File: src/rtl/e1_alarm_pkg.sv
package e1_alarm_pkg;

  localparam int OCTET_W     = 8;
  // Bit 6 in first-sent-is-bit-1 numbering lives at octet index 2.
  localparam int TS16_B6_POS = 2;

  function automatic logic [3:0] zero_bits8(input logic [OCTET_W-1:0] v);
    logic [3:0] n;
    n = '0;
    for (int i = 0; i < OCTET_W; i++) begin
      if (!v[i]) n = n + 4'd1;
    end
    return n;
  endfunction

endpackage

File: src/rtl/e1_run_filter.sv
// Symmetric run-length filter: the level follows the sample once the
// same value has been seen on a required number of consecutive strobes.
module e1_run_filter #(
  parameter int SET_RUN = 2,
  parameter int CLR_RUN = 2
) (
  input  logic clk,
  input  logic rst,
  input  logic flush,
  input  logic strobe,
  input  logic sample,
  output logic level
);

  localparam int RUN_MAX = (SET_RUN > CLR_RUN) ? SET_RUN : CLR_RUN;
  localparam int CW      = $clog2(RUN_MAX + 1);

  logic [CW-1:0] ones_run;
  logic [CW-1:0] zeros_run;
  logic [CW:0]   ones_nxt;
  logic [CW:0]   zeros_nxt;

  always_comb begin
    ones_nxt  = {1'b0, ones_run}  + (CW+1)'(1);
    zeros_nxt = {1'b0, zeros_run} + (CW+1)'(1);
  end

  always_ff @(posedge clk) begin
    if (rst) begin
      ones_run  <= '0;
      zeros_run <= '0;
      level     <= 1'b0;
    end else if (flush) begin
      ones_run  <= '0;
      zeros_run <= '0;
    end else if (strobe) begin
      if (sample) begin
        zeros_run <= '0;
        if (ones_nxt <= (CW+1)'(RUN_MAX)) ones_run <= ones_nxt[CW-1:0];
        if (ones_nxt >= (CW+1)'(SET_RUN)) level <= 1'b1;
      end else begin
        ones_run <= '0;
        if (zeros_nxt <= (CW+1)'(RUN_MAX)) zeros_run <= zeros_nxt[CW-1:0];
        if (zeros_nxt >= (CW+1)'(CLR_RUN)) level <= 1'b0;
      end
    end
  end

endmodule

File: src/rtl/e1_ts16_accum.sv
// Follows one signaling multiframe of time slot 16 octets, sums their
// zero bits and flags the final octet of a complete, in-order multiframe.
module e1_ts16_accum
  import e1_alarm_pkg::*;
#(
  parameter int MF_LEN = 16,
  localparam int FW = $clog2(MF_LEN),
  localparam int ZW = $clog2(MF_LEN * OCTET_W + 1)
) (
  input  logic               clk,
  input  logic               rst,
  input  logic               flush,
  input  logic               valid,
  input  logic               start,
  input  logic [FW-1:0]      frame,
  input  logic [OCTET_W-1:0] octet,
  output logic               mf_end,
  output logic [ZW-1:0]      mf_zeros,
  output logic               f0_bit6
);

  localparam logic [FW-1:0] LAST = FW'(MF_LEN - 1);
  localparam logic [FW-1:0] PEN  = FW'(MF_LEN - 2);

  logic          active;
  logic [FW-1:0] idx;
  logic [ZW-1:0] zsum;
  logic [3:0]    oct_zeros;

  always_comb begin
    oct_zeros = zero_bits8(octet);
    mf_zeros  = zsum + ZW'(oct_zeros);
    mf_end    = valid && !flush && !start && active &&
                (frame == LAST) && (idx == PEN);
  end

  always_ff @(posedge clk) begin
    if (rst || flush) begin
      active <= 1'b0;
      idx    <= '0;
      zsum   <= '0;
    end else if (valid) begin
      if (start) begin
        active <= 1'b1;
        idx    <= '0;
        zsum   <= ZW'(oct_zeros);
      end else if (active) begin
        if (mf_end) begin
          active <= 1'b0;
        end else if (frame == idx + FW'(1)) begin
          idx  <= frame;
          zsum <= mf_zeros;
        end else begin
          active <= 1'b0;
        end
      end
    end
  end

  always_ff @(posedge clk) begin
    if (rst) begin
      f0_bit6 <= 1'b0;
    end else if (valid && start && !flush) begin
      f0_bit6 <= octet[TS16_B6_POS];
    end
  end

endmodule

File: src/rtl/e1_alarm_integ.sv
module e1_alarm_integ
  import e1_alarm_pkg::*;
#(
  parameter int MF_LEN       = 16,
  parameter int AIS_ZERO_LIM = 3,
  parameter int DMA_RUN      = 2,
  parameter int RA_RUN       = 3
) (
  input  logic                      clk,
  input  logic                      rst,
  input  logic                      ts16_valid,
  input  logic                      mf_start,
  input  logic [$clog2(MF_LEN)-1:0] ts16_frame,
  input  logic [7:0]                ts16_octet,
  input  logic                      mf_lost,
  input  logic                      nafr_valid,
  input  logic                      nafr_bit3,
  output logic                      sig_all_ones,
  output logic                      sig_all_zeros,
  output logic                      dist_mf_alarm,
  output logic                      remote_alarm
);

  localparam int MF_BITS = MF_LEN * OCTET_W;
  localparam int ZW      = $clog2(MF_BITS + 1);

  logic          mf_end;
  logic [ZW-1:0] mf_zeros;
  logic          f0_bit6;

  e1_ts16_accum #(.MF_LEN(MF_LEN)) u_accum (
    .clk      (clk),
    .rst      (rst),
    .flush    (mf_lost),
    .valid    (ts16_valid),
    .start    (mf_start),
    .frame    (ts16_frame),
    .octet    (ts16_octet),
    .mf_end   (mf_end),
    .mf_zeros (mf_zeros),
    .f0_bit6  (f0_bit6)
  );

  always_ff @(posedge clk) begin
    if (rst) begin
      sig_all_ones  <= 1'b0;
      sig_all_zeros <= 1'b0;
    end else if (mf_end) begin
      sig_all_ones  <= (mf_zeros < ZW'(AIS_ZERO_LIM));
      sig_all_zeros <= (mf_zeros == ZW'(MF_BITS));
    end
  end

  e1_run_filter #(.SET_RUN(DMA_RUN), .CLR_RUN(DMA_RUN)) u_dma_filt (
    .clk    (clk),
    .rst    (rst),
    .flush  (mf_lost),
    .strobe (mf_end),
    .sample (f0_bit6),
    .level  (dist_mf_alarm)
  );

  e1_run_filter #(.SET_RUN(RA_RUN), .CLR_RUN(RA_RUN)) u_ra_filt (
    .clk    (clk),
    .rst    (rst),
    .flush  (1'b0),
    .strobe (nafr_valid),
    .sample (nafr_bit3),
    .level  (remote_alarm)
  );

endmodule

File: config.mk
export PLATFORM = sky130hd
export DESIGN_NAME = e1_alarm_integ
export DESIGN_NICKNAME = d
export VERILOG_FILES = /design/src/rtl/e1_alarm_pkg.sv /design/src/rtl/e1_run_filter.sv /design/src/rtl/e1_ts16_accum.sv /design/src/rtl/e1_alarm_integ.sv
export SDC_FILE = /design/constraint.sdc
export NUM_CORES = 1
export LEC_CHECK = 0
export BUFFER_PORTS_ARGS = -buffer_cell sky130_fd_sc_hd__buf_2
export CAP_MARGIN = 20
export CORE_MARGIN = 2
export CORE_UTILIZATION = 60
export CTS_CLUSTER_DIAMETER = 30
export CTS_CLUSTER_SIZE = 28
export DETAILED_ROUTE_END_ITERATION = 7
export PLACE_DENSITY = 0.88
export RECOVER_POWER = 100
export SKIP_CTS_REPAIR_TIMING = 1
export SLEW_MARGIN = 20
export SYNTH_ARGS = -nofsm -noshare
export SYNTH_HDL_FRONTEND = slang
export SYNTH_SLANG_ARGS = --single-unit
File: constraint.sdc
create_clock -name clk -period 8.05 [get_ports clk]
set_clock_uncertainty 0.2 [all_clocks]
set_input_delay 1.2075 -clock clk [delete_from_list [all_inputs] [get_ports clk]]
set_output_delay 1.2075 -clock clk [all_outputs]
set_load 0.01 [all_outputs]
# [Word-level counts from Yosys, hierarchy flattened]
# Index checks and enable logic that the tools add are counted.
[totals] register_bits=26 output_inout_bits=4
[classes] add_sub_neg=13 n_lt_le_gt_ge=9 n_eq_ne=9 mux=34 bitwise_logic=1 reduce_logical=24
[op_table] cell="$mux 4" n=11
[op_table] cell="$mux 8" n=4
[op_table] cell="$add 4x1->4 const B" n=7
[op_table] cell="$mux 2" n=8
[op_table] cell="$add 2x1->3 const B" n=4
[op_table] cell="$ge 3x2->1 const B" n=4
[op_table] cell="$le 3x2->1 const B" n=4
[op_table] cell="$reduce_bool 2->1" n=6
[op_table] cell="$mux 1" n=11
[op_table] cell="$add 8x4->8" n=1
[op_table] cell="$eq 4x4->1 const B" n=2
[op_table] cell="$eq 8x8->1 const B" n=1
[op_table] cell="$lt 8x2->1 const B" n=1
[op_table] cell="$ne 2x1->1 const B" n=4
[op_table] cell="$reduce_and 2->1" n=4
[op_table] cell="$reduce_and 4->1" n=2
[op_table] cell="$logic_and 1x1->1" n=7
[op_table] cell="$eq 4x4->1" n=1
[op_table] cell="$reduce_and 3->1" n=1
[op_table] cell="$add 1x1->2 const B" n=1
[op_table] cell="$logic_not 1->1" n=2
[op_table] cell="$ne 2x2->1 const B" n=1
[op_table] cell="$reduce_or 2->1" n=1
[op_table] cell="$logic_or 1x1->1" n=1
[op_table] cell="$not 1->1" n=1

# [Longest topological paths before layout]
[logic_depth] ltp_word=20 mapped_depth=28 mapped_depth_nobuf=27

# [Hierarchy]
# A second synthesis with hierarchy kept.
[hier_totals] cells_unflattened=283 area_unflattened_um2=2433.6
[modules_own_cells] mod="e1_ts16_accum" instances=1 cells_each=201 area_per_inst_um2=1691.6
[modules_own_cells] mod="e1_run_filter at u_dma_filt" instances=1 cells_each=38 area_per_inst_um2=337.8
[modules_own_cells] mod="e1_run_filter at u_ra_filt" instances=1 cells_each=33 area_per_inst_um2=292.8
[modules_own_cells] mod="e1_alarm_integ" instances=1 cells_each=11 area_per_inst_um2=111.4

# [Least setup slack after synthesis]
# Ideal clock, no wire load.
[synth_path] kind="input to register" start="in ts16_octet[0]" end="reg sig_all_ones" setup_ns=0.070 t_arrival_ns=6.040 t_required_ns=7.780 setup_slack_ns=1.740 stages=26 n_path_buf=2 path_cell_list="inv_1 > ha_1 > clkbuf_8 > xnor3_2 > inv_1 > ha_1 > xnor2_1 > nor3_1 > a31oi_1 > nand2_1 > ha_1 > a221oi_1 > inv_1 > ha_1 > nor2_1 > a21oi_1 > inv_1 > fa_1 > nor2b_1 > o21ai_0 > nand2b_1 > clkbuf_1 > nand4_1 > a2111oi_0 > o2111ai_1 > a21oi_1"
[synth_via] elab_chain_len=17
[synth_lines] element="start, declared" line_no="e1_alarm_integ.sv:14" source="input logic [7:0] ts16_octet,"
[synth_lines] element="$mux 1 (*)" line_no="e1_alarm_pkg.sv:11" source="if (!v[i]) n = n + 4'd1;"
[synth_lines] element="$add 1x1->2" line_no="e1_alarm_pkg.sv:11"
[synth_lines] element="$mux 4 (*)" line_no="e1_alarm_pkg.sv:11"
[synth_lines] element="$add 4x1->4" line_no="e1_alarm_pkg.sv:11"
[synth_lines] element="$mux 4 (*)" line_no="e1_alarm_pkg.sv:11"
[synth_lines] element="$add 4x1->4" line_no="e1_alarm_pkg.sv:11"
[synth_lines] element="$mux 4 (*)" line_no="e1_alarm_pkg.sv:11"
[synth_lines] element="$add 4x1->4" line_no="e1_alarm_pkg.sv:11"
[synth_lines] element="$mux 4 (*)" line_no="e1_alarm_pkg.sv:11"
[synth_lines] element="$add 4x1->4" line_no="e1_alarm_pkg.sv:11"
[synth_lines] element="$mux 4 (*)" line_no="e1_alarm_pkg.sv:11"
[synth_lines] element="$add 4x1->4" line_no="e1_alarm_pkg.sv:11"
[synth_lines] element="$mux 4 (*)" line_no="e1_alarm_pkg.sv:11"
[synth_lines] element="$add 4x1->4" line_no="e1_alarm_pkg.sv:11"
[synth_lines] element="$mux 4 (*)" line_no="e1_alarm_pkg.sv:11"
[synth_lines] element="$add 8x4->8 (*)" line_no="e1_ts16_accum.sv:32" source="mf_zeros = zsum + ZW'(oct_zeros);"
[synth_lines] element="$lt 8x2->1 (*)" line_no="e1_alarm_integ.sv:49" source="sig_all_ones <= (mf_zeros < ZW'(AIS_ZERO_LIM));"
[synth_lines] element="end signal, assigned" line_no="e1_alarm_integ.sv:49"
[synth_lines] element="end, declared" line_no="e1_alarm_integ.sv:18" source="output logic sig_all_ones,"
# Mark *: on every way between the ends. The rest lies on a longest branch, timed or not.
# A chain may end at the register's enable or synchronous reset.

# [Worst setup path in the final report]
[layout_path] start="in ts16_octet[0]" end="reg sig_all_zeros"
[layout_via] elab_chain_len=17
[layout_lines] element="$mux 1 (*)" line_no="e1_alarm_pkg.sv:11"
[layout_lines] element="$add 1x1->2" line_no="e1_alarm_pkg.sv:11"
[layout_lines] element="$mux 4 (*)" line_no="e1_alarm_pkg.sv:11"
[layout_lines] element="$add 4x1->4" line_no="e1_alarm_pkg.sv:11"
[layout_lines] element="$mux 4 (*)" line_no="e1_alarm_pkg.sv:11"
[layout_lines] element="$add 4x1->4" line_no="e1_alarm_pkg.sv:11"
[layout_lines] element="$mux 4 (*)" line_no="e1_alarm_pkg.sv:11"
[layout_lines] element="$add 4x1->4" line_no="e1_alarm_pkg.sv:11"
[layout_lines] element="$mux 4 (*)" line_no="e1_alarm_pkg.sv:11"
[layout_lines] element="$add 4x1->4" line_no="e1_alarm_pkg.sv:11"
[layout_lines] element="$mux 4 (*)" line_no="e1_alarm_pkg.sv:11"
[layout_lines] element="$add 4x1->4" line_no="e1_alarm_pkg.sv:11"
[layout_lines] element="$mux 4 (*)" line_no="e1_alarm_pkg.sv:11"
[layout_lines] element="$add 4x1->4" line_no="e1_alarm_pkg.sv:11"
[layout_lines] element="$mux 4 (*)" line_no="e1_alarm_pkg.sv:11"
[layout_lines] element="$add 8x4->8 (*)" line_no="e1_ts16_accum.sv:32"
[layout_lines] element="$eq 8x8->1 (*)" line_no="e1_alarm_integ.sv:50" source="sig_all_zeros <= (mf_zeros == ZW'(MF_BITS));"
[layout_lines] element="end signal, assigned" line_no="e1_alarm_integ.sv:50"
[layout_lines] element="end, declared" line_no="e1_alarm_integ.sv:19" source="output logic sig_all_zeros,"
# Marks and branches as above.

==> results by group <==
Outcome
  • Status: finished clean

Clock network
  • Root Buffer Master: clkbuf_8
  • CTS tree: done
  • CTS Buf Count: 3
  • Longest Clk Path Bufs: 2
  • H-tree depth: 1
  • Clock Sinks: 26
  • Clk_lat worst skew: 0.27 ns
  • Clk slew on worst S/H paths: 0.09 ns

Die
  • Die H: 67.6 µm
  • Core Region: 0.00394 mm²
  • Ports: 23
  • Width of the die: 67.6 µm
  • Row Count: 23
  • Initial Util: 0.616
  • Die outline area: 0.00457 mm²

Timing
  • RSZ-0062 raised after global routing: no
  • Fmax: 146 MHz
  • Final-report max-slew violation count: 0
  • Tcrit/Tclk final: 0.849
  • Final min period: 6.83 ns
  • Final TNS setup: 0 ns
  • Final hold slack: 0.260 ns
  • PnR worst setup slack: 1.22 ns
  • Worst slew margin: 0.489
  • Final Hold Viols: 0
  • Least-Margin Pin Slew: 0.766 ns
  • Final setup viols: 0

Synth
  • Mux contribution to synthesized area: 0.0170
  • Cell taking the most area after synthesis: dfxtp_1
  • Mapped Nets: 341
  • Synthesis Warnings: 0
  • Synth Area in Compound Gates: 0.169
  • Netlist Area Pre-Place: 0.00243 mm²
  • Post-Synth Simple-Gate Area: 0.260
  • Top cells by area, synth: dfxtp_1, ha_1, a21oi_1
  • Syn Inst Count: 297
  • Adder-cell share of the synthesized area: 0.132
  • XOR/XNOR Fraction of Synth Area: 0.121
  • Seq/Total Area, Yosys: 0.214
  • Largest family of logic cells by synthesized area: simple AND/OR/NAND/NOR gates
  • Number of synthesized register bits: 26
  • Top-area cell type share of the netlist area: 0.214
  • Fraction of registers with async set/reset: 0
  • Most frequently used flop master after synthesis: dfxtp_1
  • Post-synth EDFFs: 0
  • Avg Inst Size Synth: 8.17 µm²
  • Netlist cell types: 61

Finish
  • Ant diodes: 0
  • Fraction of layout cells with a size suffix above 1: 0.107
  • # nets final: 353
  • Area growth from synthesis to layout: 4.48%
  • Commonest non-fill, non-tap cells in the layout: nor2_1, dfxtp_1, nand2_1, a21oi_1, ha_1
  • Final core utilization: 0.643
  • Design area: 0.00254 mm²
  • FILL cells: 326
  • Commonest non-fill, non-tap cell in the layout: nor2_1

Drt
  • DR vias: 2075
  • WL per Instance: 13.5 µm
  • Wl on met1: 2290 µm
  • DR top layer: met4
  • Met2 WL: 2280 µm
  • WL met3: 153 µm
  • DRC viols: 0
  • Routed WL: 4830 µm
  • Vias per cell: 5.80
  • Pre-antenna DRT Iters: 4
  • Post-route ant nets: 0
  • Iteration-0 DRC Markers: 120

Critical path
  • Worst setup path class: primary input to flop
  • Crit-path max cell delay: 0.61 ns
  • Crit path max-delay family: compound AO/OA/AOI/OAI gates
  • Worst EP arrival: 6.83 ns
  • CP bufs+invs: 5
  • Slowest CP cell: a2111oi_0
  • Worst Path Max Fanout: 8
  • Crit path capture type: flop
  • CP Data Required Time: 8.05 ns
  • CP Launch Type: primary input

GRT
  • First-pass GRT wire length: 7870 µm
  • Vias in the first global route: 1900
  • GR Overflow Total: 0
  • GRT Overall Usage: 0.222
  • Largest net degree at the start of global routing: 21
  • Initial antenna violation count: 0

Pwr
  • Worst vdd ir: 0.0896 mV
  • Power density over the cells: 162 mW/mm²
  • Leak: 1.01 nW

Placed design
  • Worst slack, placed: 1.06 ns
  • Placer Congestion: 0.938
  • Placement Cell Area: 0.00247 mm²
  • Post-DP HPWL: 3580 µm
  • IO buf count: 22

Min path
  • Worst min path class: flop to flop

Run
  • Maximum capacitance violations: 0
## state kept, by name, indices dropped and copies added (netlist names)
signal,flops
u_ra_filt.level,1
u_ra_filt.ones_run,2
u_ra_filt.zeros_run,2
sig_all_zeros,1
u_accum.active,1
sig_all_ones,1
u_dma_filt.zeros_run,2
u_dma_filt.level,1
u_accum.zsum,8
u_accum.f0_bit6,1
u_accum.idx,4
u_dma_filt.ones_run,2
## layer usage
| layer | track usage | up-vias |
|---|---|---|
| met2 | 0.404 | 47 |
| met3 | 0.0183 | 13 |
| met4 | 0.0944 | 0 |
| met5 | 0 | - |
| li1 | - | 1072 |
| met1 | 0.263 | 943 |
## logic make-up after synthesis
family	Yosys count
compound gates	63
flops	26
xor+xnor	25
fa+ha+maj	25
mux	4
buf+inv	39
simple gates	115
## layout make-up
type	instances	area, µm²	area share
Inverter	23	86.3	0.0340
Timing Repair Buffer	23	104	0.0409
Clock inverter	1	30.0	0.0118
Sequential cell	26	520	0.205
Tap cell	50	62.6	0.0247
Multi-Input combinational cell	232	1690	0.667
Clock buffer	3	41.3	0.0163
## Yosys cell counts (2+ instances only)
cell	n
nor2_1	31
nand2b_1	3
and2_1	2
a22oi_1	5
o2111ai_1	2
inv_1	23
nand3b_1	2
nand2_1	25
o21ai_0	9
nor2b_1	9
xor2_1	11
nor3b_1	2
clkbuf_8	3
a21oi_1	24
nor3_1	6
buf_4	3
ha_1	24
mux2i_1	3
nand4_1	4
nand4b_1	8
a22o_1	3
or3_1	4
a21o_1	2
or2_2	2
clkbuf_1	7
a31oi_1	4
dfxtp_1	26
nand3_1	8
xnor2_1	9
buf_6	2
## worst register-to-register path, cell delays in order, from the launching register on
cell	delay, ns
dfxtp_1	0.42
inv_1	0.07
ha_1	0.19
nand3_1	0.07
or3_1	0.35
nand4_1	0.15
a21oi_1	0.61
o21ai_0	0.41
clkbuf_1	0.33
or4b_2	0.67
a21oi_1	0.17
## stage by stage
stage                     instances  total power, mW
after floorplan                 297            0.274
after global placement          353            0.299
after detailed placement        353            0.305
after CTS                       357            0.412
after global routing            358            0.439
final                           358            0.412
## power breakdown
part / total (mW) / switching (mW) / internal (mW)
sequential: 0.133 / 0.00188 / 0.131
clock: 0.108 / 0.0417 / 0.0666
combinational: 0.171 / 0.0928 / 0.0783
## worst paths after layout
path / end / depth (start not counted) / start / slack (ns)
hold reg to reg: sig_all_ones$_SDFFE_PP0P_ / 2 / sig_all_ones$_SDFFE_PP0P_ / 0.26
setup reg to reg: u_accum.zsum[4]$_SDFFE_PP0P_ / 10 / u_accum.idx[0]$_SDFFE_PP0P_ / 4.35
setup / recovery: sig_all_zeros$_SDFFE_PP0P_ / 25 / ts16_octet[0] / 1.22
hold / removal: sig_all_ones$_SDFFE_PP0P_ / 2 / sig_all_ones$_SDFFE_PP0P_ / 0.26
Power figures use the tool's default switching activity.
